`src/rtl/uart_regbank_pkg.sv`:
```
`timescale 1ns/1ps
package uart_regbank_pkg;

    localparam int REG_W     = 16;
    localparam int NUM_SLOTS = 12;
    localparam int NUM_PLAIN = 6;

    // word slot numbers; byte offset is slot * 4
    localparam int SLOT_DIVLO = 0;
    localparam int SLOT_DIVHI = 1;
    localparam int SLOT_GCTL  = 2;
    localparam int SLOT_LCTL  = 3;
    localparam int SLOT_MCTL  = 4;
    localparam int SLOT_LSTAT = 5;
    localparam int SLOT_MSTAT = 6;
    localparam int SLOT_SCR   = 7;
    localparam int SLOT_IESET = 8;
    localparam int SLOT_IECLR = 9;
    localparam int SLOT_THOLD = 10;
    localparam int SLOT_RBUF  = 11;

    localparam logic [1:0] SIZE_HALF = 2'b01;

    // line status bit positions
    localparam int LS_OVR    = 1;
    localparam int LS_PAR    = 2;
    localparam int LS_FRM    = 3;
    localparam int LS_BRK    = 4;
    localparam int LS_TXDONE = 7;
    // modem status and enable bit positions
    localparam int MS_CTSCHG = 0;
    localparam int IE_TXEMPTY = 1;

    localparam logic [REG_W-1:0] LS_W1C_MASK =
        REG_W'((1 << LS_OVR) | (1 << LS_PAR) | (1 << LS_FRM) |
               (1 << LS_BRK) | (1 << LS_TXDONE));
    localparam logic [REG_W-1:0] LS_INIT    = 16'h0060;
    localparam logic [REG_W-1:0] DIVLO_INIT = 16'h0001;

    // slot number of each plain read/write register, in storage order
    function automatic int plain_slot(input int k);
        case (k)
            0:       return SLOT_DIVLO;
            1:       return SLOT_DIVHI;
            2:       return SLOT_GCTL;
            3:       return SLOT_LCTL;
            4:       return SLOT_MCTL;
            default: return SLOT_SCR;
        endcase
    endfunction

    typedef struct packed {
        logic                 wr;
        logic                 rd;
        logic                 err;
        logic [NUM_SLOTS-1:0] sel;
    } bus_acc_t;

endpackage

```
`src/rtl/uart_rb_decode.sv`:
```
`timescale 1ns/1ps
module uart_rb_decode
    import uart_regbank_pkg::*;
#(
    parameter int ADDR_W = 8
) (
    input  logic [ADDR_W-1:0] addr,
    input  logic [1:0]        size,
    input  logic              wr,
    input  logic              rd,
    output bus_acc_t          acc
);
    localparam int IDX_W = ADDR_W - 2;

    logic [IDX_W-1:0]     idx;
    logic [NUM_SLOTS-1:0] hit;
    logic                 any_req;
    logic                 legal;

    assign idx = addr[ADDR_W-1:2];

    generate
        for (genvar g = 0; g < NUM_SLOTS; g++) begin : g_slot
            assign hit[g] = (idx == IDX_W'(g));
        end
    endgenerate

    assign any_req = wr | rd;
    assign legal   = (addr[1:0] == 2'b00) && (size == SIZE_HALF) &&
                     !(wr && rd) && (hit != '0);

    always_comb begin
        acc.wr  = any_req && legal && wr;
        acc.rd  = any_req && legal && rd;
        acc.err = any_req && !legal;
        acc.sel = (any_req && legal) ? hit : '0;
    end
endmodule

```
`src/rtl/uart_rb_ier.sv`:
```
`timescale 1ns/1ps
module uart_rb_ier
    import uart_regbank_pkg::*;
(
    input  logic             clk,
    input  logic             rst_n,
    input  logic             set_en,
    input  logic             clr_en,
    input  logic [REG_W-1:0] wdata,
    output logic [REG_W-1:0] ier
);
    logic [REG_W-1:0] ier_d;
    logic [REG_W-1:0] ier_q;

    always_comb begin
        ier_d = ier_q;
        if (set_en) ier_d = ier_d | wdata;
        if (clr_en) ier_d = ier_d & ~wdata;
    end

    always_ff @(posedge clk) begin
        if (!rst_n) ier_q <= '0;
        else        ier_q <= ier_d;
    end

    assign ier = ier_q;
endmodule

```
`src/rtl/uart_rb_status.sv`:
```
`timescale 1ns/1ps
module uart_rb_status
    import uart_regbank_pkg::*;
#(
    parameter int LINE_W = 8
) (
    input  logic              clk,
    input  logic              rst_n,
    input  logic              ls_rd,
    input  logic              ls_wr,
    input  logic              ms_wr,
    input  logic [REG_W-1:0]  wdata,
    input  logic [LINE_W-1:0] live,
    input  logic [LINE_W-1:0] evt,
    input  logic              cts_evt,
    output logic [REG_W-1:0]  ls_val,
    output logic [REG_W-1:0]  ms_val
);
    typedef struct packed {
        logic [REG_W-1:0] ls;
        logic             cts;
    } stat_t;

    stat_t s_d;
    stat_t s_q;

    always_comb begin
        s_d = s_q;
        // fold live condition on a read, then clear, then sticky set
        if (ls_rd) s_d.ls = s_d.ls | REG_W'(live);
        if (ls_wr) s_d.ls = s_d.ls & ~(wdata & LS_W1C_MASK);
        s_d.ls = s_d.ls | REG_W'(evt);
        if (ms_wr && wdata[MS_CTSCHG]) s_d.cts = 1'b0;
        if (cts_evt)                   s_d.cts = 1'b1;
    end

    always_ff @(posedge clk) begin
        if (!rst_n) begin
            s_q.ls  <= LS_INIT;
            s_q.cts <= 1'b0;
        end else begin
            s_q <= s_d;
        end
    end

    assign ls_val = s_q.ls;
    always_comb begin
        ms_val            = '0;
        ms_val[MS_CTSCHG] = s_q.cts;
    end
endmodule

```
`src/rtl/uart_regbank.sv`:
```
`timescale 1ns/1ps
module uart_regbank
    import uart_regbank_pkg::*;
#(
    parameter int ADDR_W = 8,
    parameter int LINE_W = 8
) (
    input  logic              clk,
    input  logic              rst_n,
    input  logic [ADDR_W-1:0] bus_addr,
    input  logic [1:0]        bus_size,
    input  logic              bus_wr,
    input  logic              bus_rd,
    input  logic [REG_W-1:0]  bus_wdata,
    output logic [REG_W-1:0]  bus_rdata,
    output logic              bus_err,
    input  logic [LINE_W-1:0] rx_byte,
    input  logic [LINE_W-1:0] live_stat,
    input  logic [LINE_W-1:0] lsr_evt,
    input  logic              cts_chg,
    output logic [REG_W-1:0]  div_lo,
    output logic [REG_W-1:0]  div_hi,
    output logic [REG_W-1:0]  gctl_o,
    output logic [REG_W-1:0]  lcr_o,
    output logic [REG_W-1:0]  mcr_o,
    output logic [REG_W-1:0]  ier_o,
    output logic [REG_W-1:0]  tx_data,
    output logic              tx_load,
    output logic              tx_irq,
    output logic              rx_pop
);
    typedef struct packed {
        logic [NUM_PLAIN-1:0][REG_W-1:0] plain;
        logic [REG_W-1:0]                thold;
        logic                            load;
        logic                            irq;
        logic                            pop;
        logic                            err;
    } bank_t;

    bus_acc_t         acc;
    bank_t            b_d;
    bank_t            b_q;
    logic [REG_W-1:0] ier_val;
    logic [REG_W-1:0] lsr_val;
    logic [REG_W-1:0] msr_val;

    uart_rb_decode #(.ADDR_W(ADDR_W)) u_dec (
        .addr (bus_addr),
        .size (bus_size),
        .wr   (bus_wr),
        .rd   (bus_rd),
        .acc  (acc)
    );

    uart_rb_ier u_ier (
        .clk    (clk),
        .rst_n  (rst_n),
        .set_en (acc.wr && acc.sel[SLOT_IESET]),
        .clr_en (acc.wr && acc.sel[SLOT_IECLR]),
        .wdata  (bus_wdata),
        .ier    (ier_val)
    );

    uart_rb_status #(.LINE_W(LINE_W)) u_stat (
        .clk     (clk),
        .rst_n   (rst_n),
        .ls_rd   (acc.rd && acc.sel[SLOT_LSTAT]),
        .ls_wr   (acc.wr && acc.sel[SLOT_LSTAT]),
        .ms_wr   (acc.wr && acc.sel[SLOT_MSTAT]),
        .wdata   (bus_wdata),
        .live    (live_stat),
        .evt     (lsr_evt),
        .cts_evt (cts_chg),
        .ls_val  (lsr_val),
        .ms_val  (msr_val)
    );

    always_comb begin
        b_d = b_q;
        for (int k = 0; k < NUM_PLAIN; k++) begin
            if (acc.wr && acc.sel[plain_slot(k)]) b_d.plain[k] = bus_wdata;
        end
        b_d.load = acc.wr && acc.sel[SLOT_THOLD];
        b_d.irq  = b_d.load && ier_val[IE_TXEMPTY];
        if (b_d.load) b_d.thold = bus_wdata;
        b_d.pop  = acc.rd && acc.sel[SLOT_RBUF];
        b_d.err  = acc.err;
    end

    always_ff @(posedge clk) begin
        if (!rst_n) begin
            b_q          <= '0;
            b_q.plain[0] <= DIVLO_INIT;
        end else begin
            b_q <= b_d;
        end
    end

    always_comb begin
        bus_rdata = '0;
        if (acc.rd) begin
            for (int k = 0; k < NUM_PLAIN; k++) begin
                if (acc.sel[plain_slot(k)]) bus_rdata = b_q.plain[k];
            end
            if (acc.sel[SLOT_LSTAT]) bus_rdata = lsr_val | REG_W'(live_stat);
            if (acc.sel[SLOT_MSTAT]) bus_rdata = msr_val;
            if (acc.sel[SLOT_IESET] || acc.sel[SLOT_IECLR]) bus_rdata = ier_val;
            if (acc.sel[SLOT_THOLD]) bus_rdata = b_q.thold;
            if (acc.sel[SLOT_RBUF])  bus_rdata = REG_W'(rx_byte);
        end
    end

    assign div_lo  = b_q.plain[0];
    assign div_hi  = b_q.plain[1];
    assign gctl_o  = b_q.plain[2];
    assign lcr_o   = b_q.plain[3];
    assign mcr_o   = b_q.plain[4];
    assign ier_o   = ier_val;
    assign tx_data = b_q.thold;
    assign tx_load = b_q.load;
    assign tx_irq  = b_q.irq;
    assign rx_pop  = b_q.pop;
    assign bus_err = b_q.err;
endmodule

```
`config.mk`:
```
export PLATFORM = sky130hd
export DESIGN_NAME = uart_regbank
export DESIGN_NICKNAME = d
export VERILOG_FILES = /design/src/rtl/uart_regbank_pkg.sv /design/src/rtl/uart_rb_decode.sv /design/src/rtl/uart_rb_ier.sv /design/src/rtl/uart_rb_status.sv /design/src/rtl/uart_regbank.sv
export SDC_FILE = /design/constraint.sdc
export NUM_CORES = 1
export LEC_CHECK = 0
export CORE_ASPECT_RATIO = 0.5
export CORE_MARGIN = 1
export CORE_UTILIZATION = 51
export CTS_BUF_LIST = sky130_fd_sc_hd__clkbuf_2 sky130_fd_sc_hd__clkbuf_4 sky130_fd_sc_hd__clkbuf_8
export CTS_CLUSTER_SIZE = 10
export DETAILED_ROUTE_END_ITERATION = 8
export PLACE_DENSITY_LB_ADDON = 0.25
export SYNTH_ARGS = -nofsm -noshare
export SYNTH_HDL_FRONTEND = slang
export SYNTH_SLANG_ARGS = --single-unit
export TNS_END_PERCENT = 20
```
`constraint.sdc`:
```
create_clock -name clk -period 4 [get_ports clk]
set_input_delay 0.8 -clock clk [delete_from_list [all_inputs] [get_ports clk]]
set_output_delay 0.8 -clock clk [all_outputs]
set_load 0.01 [all_outputs]
```
==> key figures <==
Outcome
  • Outcome: finished with violations
  • Failing checks: negative setup slack

Route
  • Mean number of vias per cell: 5.96
  • Vias: 7755
  • Wire per inst: 21.0 um
  • Routed WL: 27400 um
  • DRC violations left: 0
  • 1st-iter DRT viols: 929
  • DRT Pass-1 Iters: 6
  • ANT nets after route: 0

CTS
  • CTS tree: done
  • Clk_lat worst skew: 0.46 ns
  • Max clock buf depth: 2
  • H-tree levels: 4
  • Clock-pin slew on the worst setup and hold paths: 0.09 ns
  • Clk sink count: 141
  • Clk root buf: clkbuf_8
  • TritonCTS buffer count: 17

Logic synthesis
  • Post-synthesis cell count: 974
  • Top post-synthesis cells by area: dfxtp_1 (38%), nand2_1 (11%), buf_4 (9.6%), a21oi_1 (8.8%), clkbuf_1 (3.4%)
  • Cell variety after synth: 61
  • Post-synth ARST share: 0%
  • Mapped Nets: 1029
  • Sequential-to-total area share from yosys stat: 37.8%
  • Post-Syn Area: 7470 um2
  • Number of synthesized flops with an enable pin: 0
  • Warnings, synthesis: 0
  • Syn Area/Cell: 7.67 um2
  • Top-area cell type share of the netlist area: 37.8%
  • #FFs+latches synth: 141
  • Main synth FF type: dfxtp_1
  • Area leader, netlist: dfxtp_1

Setup path
  • Critical path's top delay family: buffers and inverters
  • Worst-path maximum fanout: 25
  • Startpoint Class: primary input
  • CP cell instances: clkdlybuf4s50_1 > buf_6 > buf_4 > mux2i_1 > o2bb2ai_1 > a21oi_1 > o211ai_1 > o211a_1 > clkdlybuf4s50_1
  • Critical path required time: 3.20 ns
  • CP dominant cell by count: clkdlybuf4s50_1
  • CP bufs+invs: 4
  • Arrival @ worst endpoint: 3.42 ns
  • Worst Setup End Kind: output pin
  • Setup CP Type: in -> out
  • Crit-path max cell delay: 0.54 ns
  • R2R setup slack: 3.18 ns
  • Slowest cell on crit path: clkdlybuf4s50_1

Finish
  • Commonest non-fill, non-tap cells in the layout: nand2_1 (215), clkdlybuf4s50_1 (169), dfxtp_1 (141)
  • Fin cells: 1302
  • Core Util, Final: 70.9%
  • P&R area growth vs syn: 32.1%
  • Final Net Count: 1152
  • Commonest non-fill, non-tap cell in the layout: nand2_1
  • Share of cells above drive strength 1: 14.6%
  • # diodes: 0
  • Fill count: 1143

STA
  • Clock skew: 0.00195 ns
  • Achievable Freq: 237 MHz
  • Hold slack: 0.459 ns
  • Worst slew pin tran: 0.864 ns
  • RSZ-0062 raised after global routing: true
  • Period Utilization, post-route: 106%
  • Total negative slack: -0.701 ns
  • Setup slack after layout: -0.221 ns
  • Tmin final: 4.22 ns
  • Final slew viol count: 0
  • Final hold vios: 0
  • Final setup fails: 7
  • Worst relative slew slack: 42.4%

Die
  • Initial Util: 53.6%
  • Rows: 30
  • Core ar.: 13900 um2
  • Die X-Extent: 173 um
  • Die area: 15200 um2
  • Die Y: 87.6 um
  • Top-level I/O count: 187

Place
  • IO buf count: 186
  • DP Wirelength: 20000 um
  • GPL Wtd Cong: 1.07
  • Placed instance count: 1264

GRT
  • Total GRT Usage: 36.0%
  • First-pass GRT wire length: 41100 um
  • Initial antenna violation count: 0
  • Largest net degree at the start of global routing: 81
  • Total gr overflow: 0
  • Vias in the first global route: 7128

Power and ir drop
  • Combinational Power Share: 9.4%
  • Maximum VDD drop: 0.210 mV
  • Int Power: 2180 uW
  • Switch Pwr: 822 uW
  • Switching Share: 27.4%
  • Sequential Power Share: 47.0%
  • Clk pwr share: 43.6%
  • Pleak: 0.00342 uW
  • Pwr/cell area: 304 nW/um2

Hold path
  • Hold Path Class: reg -> reg

Job
  • Max-cap violations: 0
power groups by stage:
stage / clock network, uW / registers (uW) / logic [uW]
global route: 1380 / 1410 / 292
floorplan: 0 / 1440 / 119
global placement: 0 / 1440 / 257
CTS: 1310 / 1410 / 268
finish: 1310 / 1410 / 281
detailed placement: 0 / 1440 / 258
metal layers:
metal | vias to the layer above | GRT usage, % | routed length, um
met5 | - | 0 | 0
met4 | 0 | 11.7 | 507
met3 | 46 | 13.2 | 3840
met2 | 480 | 54.0 | 11500
met1 | 3682 | 48.4 | 11500
li1 | 3547 | - | -
final cells by class:
| cell class | instances | area, um2 | share of cell area [%] |
|---|---|---|---|
| clock buffer | 18 | 241 | 2.45 |
| clock inverter | 14 | 199 | 2.02 |
| inverter | 3 | 12.5 | 0.127 |
| multi-input combinational | 651 | 3700 | 37.5 |
| sequential | 141 | 2820 | 28.6 |
| tap | 192 | 240 | 2.43 |
| timing repair buffer | 283 | 2660 | 26.9 |
worst register-to-register path, cell delays in order, from the launching register on:
cell and delay (ns):
dfxtp_1 0.42, a21oi_1 0.06, a211oi_1 0.25
stage by stage:
stage	setup WS, ns	total power, uW	instance area, um2
floorplan	0.383	1560	7470
global placement	-0.478	1700	9230
detailed placement	-0.462	1700	9230
CTS	-0.186	2990	9800
global route	-0.259	3080	9870
finish	-0.221	3000	9870
final timing paths:
check / end / depth (start not counted) / from
max: bus_rdata[13] / 9 / bus_addr[2]
min: b_q[110] / 2 / b_q[110]
max reg2reg: flop / 2 / flop
min reg2reg: b_q[110] / 2 / b_q[110]
synthesized netlist by cell type (13+ instances only):
library cell  number
nand2_1          216
nor2_1            46
clkbuf_1          67
a21oi_1          132
o21ai_0           21
mux2i_1           24
nand3_1           15
nor3b_1           13
a211oi_1          24
dfxtp_1          141
buf_4             96
nor3_1            17
what timing repair did:
action	in CTS	in global routing
buffers inserted	4	2
endpoints found under the setup margin	16	16
pin swaps	6	6
resized for setup	36	21
hold buffers	0	0
cells by family after synthesis:
logic type | after synthesis | synth area share [%]
buf+inv | 182 | 14.4
compound gates | 261 | 22.1
mux | 24 | 3.22
simple gates | 364 | 22.3
xor+xnor | 1 | 0.117
fa+ha+maj | 1 | 0.134
flops | 141 | 37.8
Power figures use the tool's default switching activity.
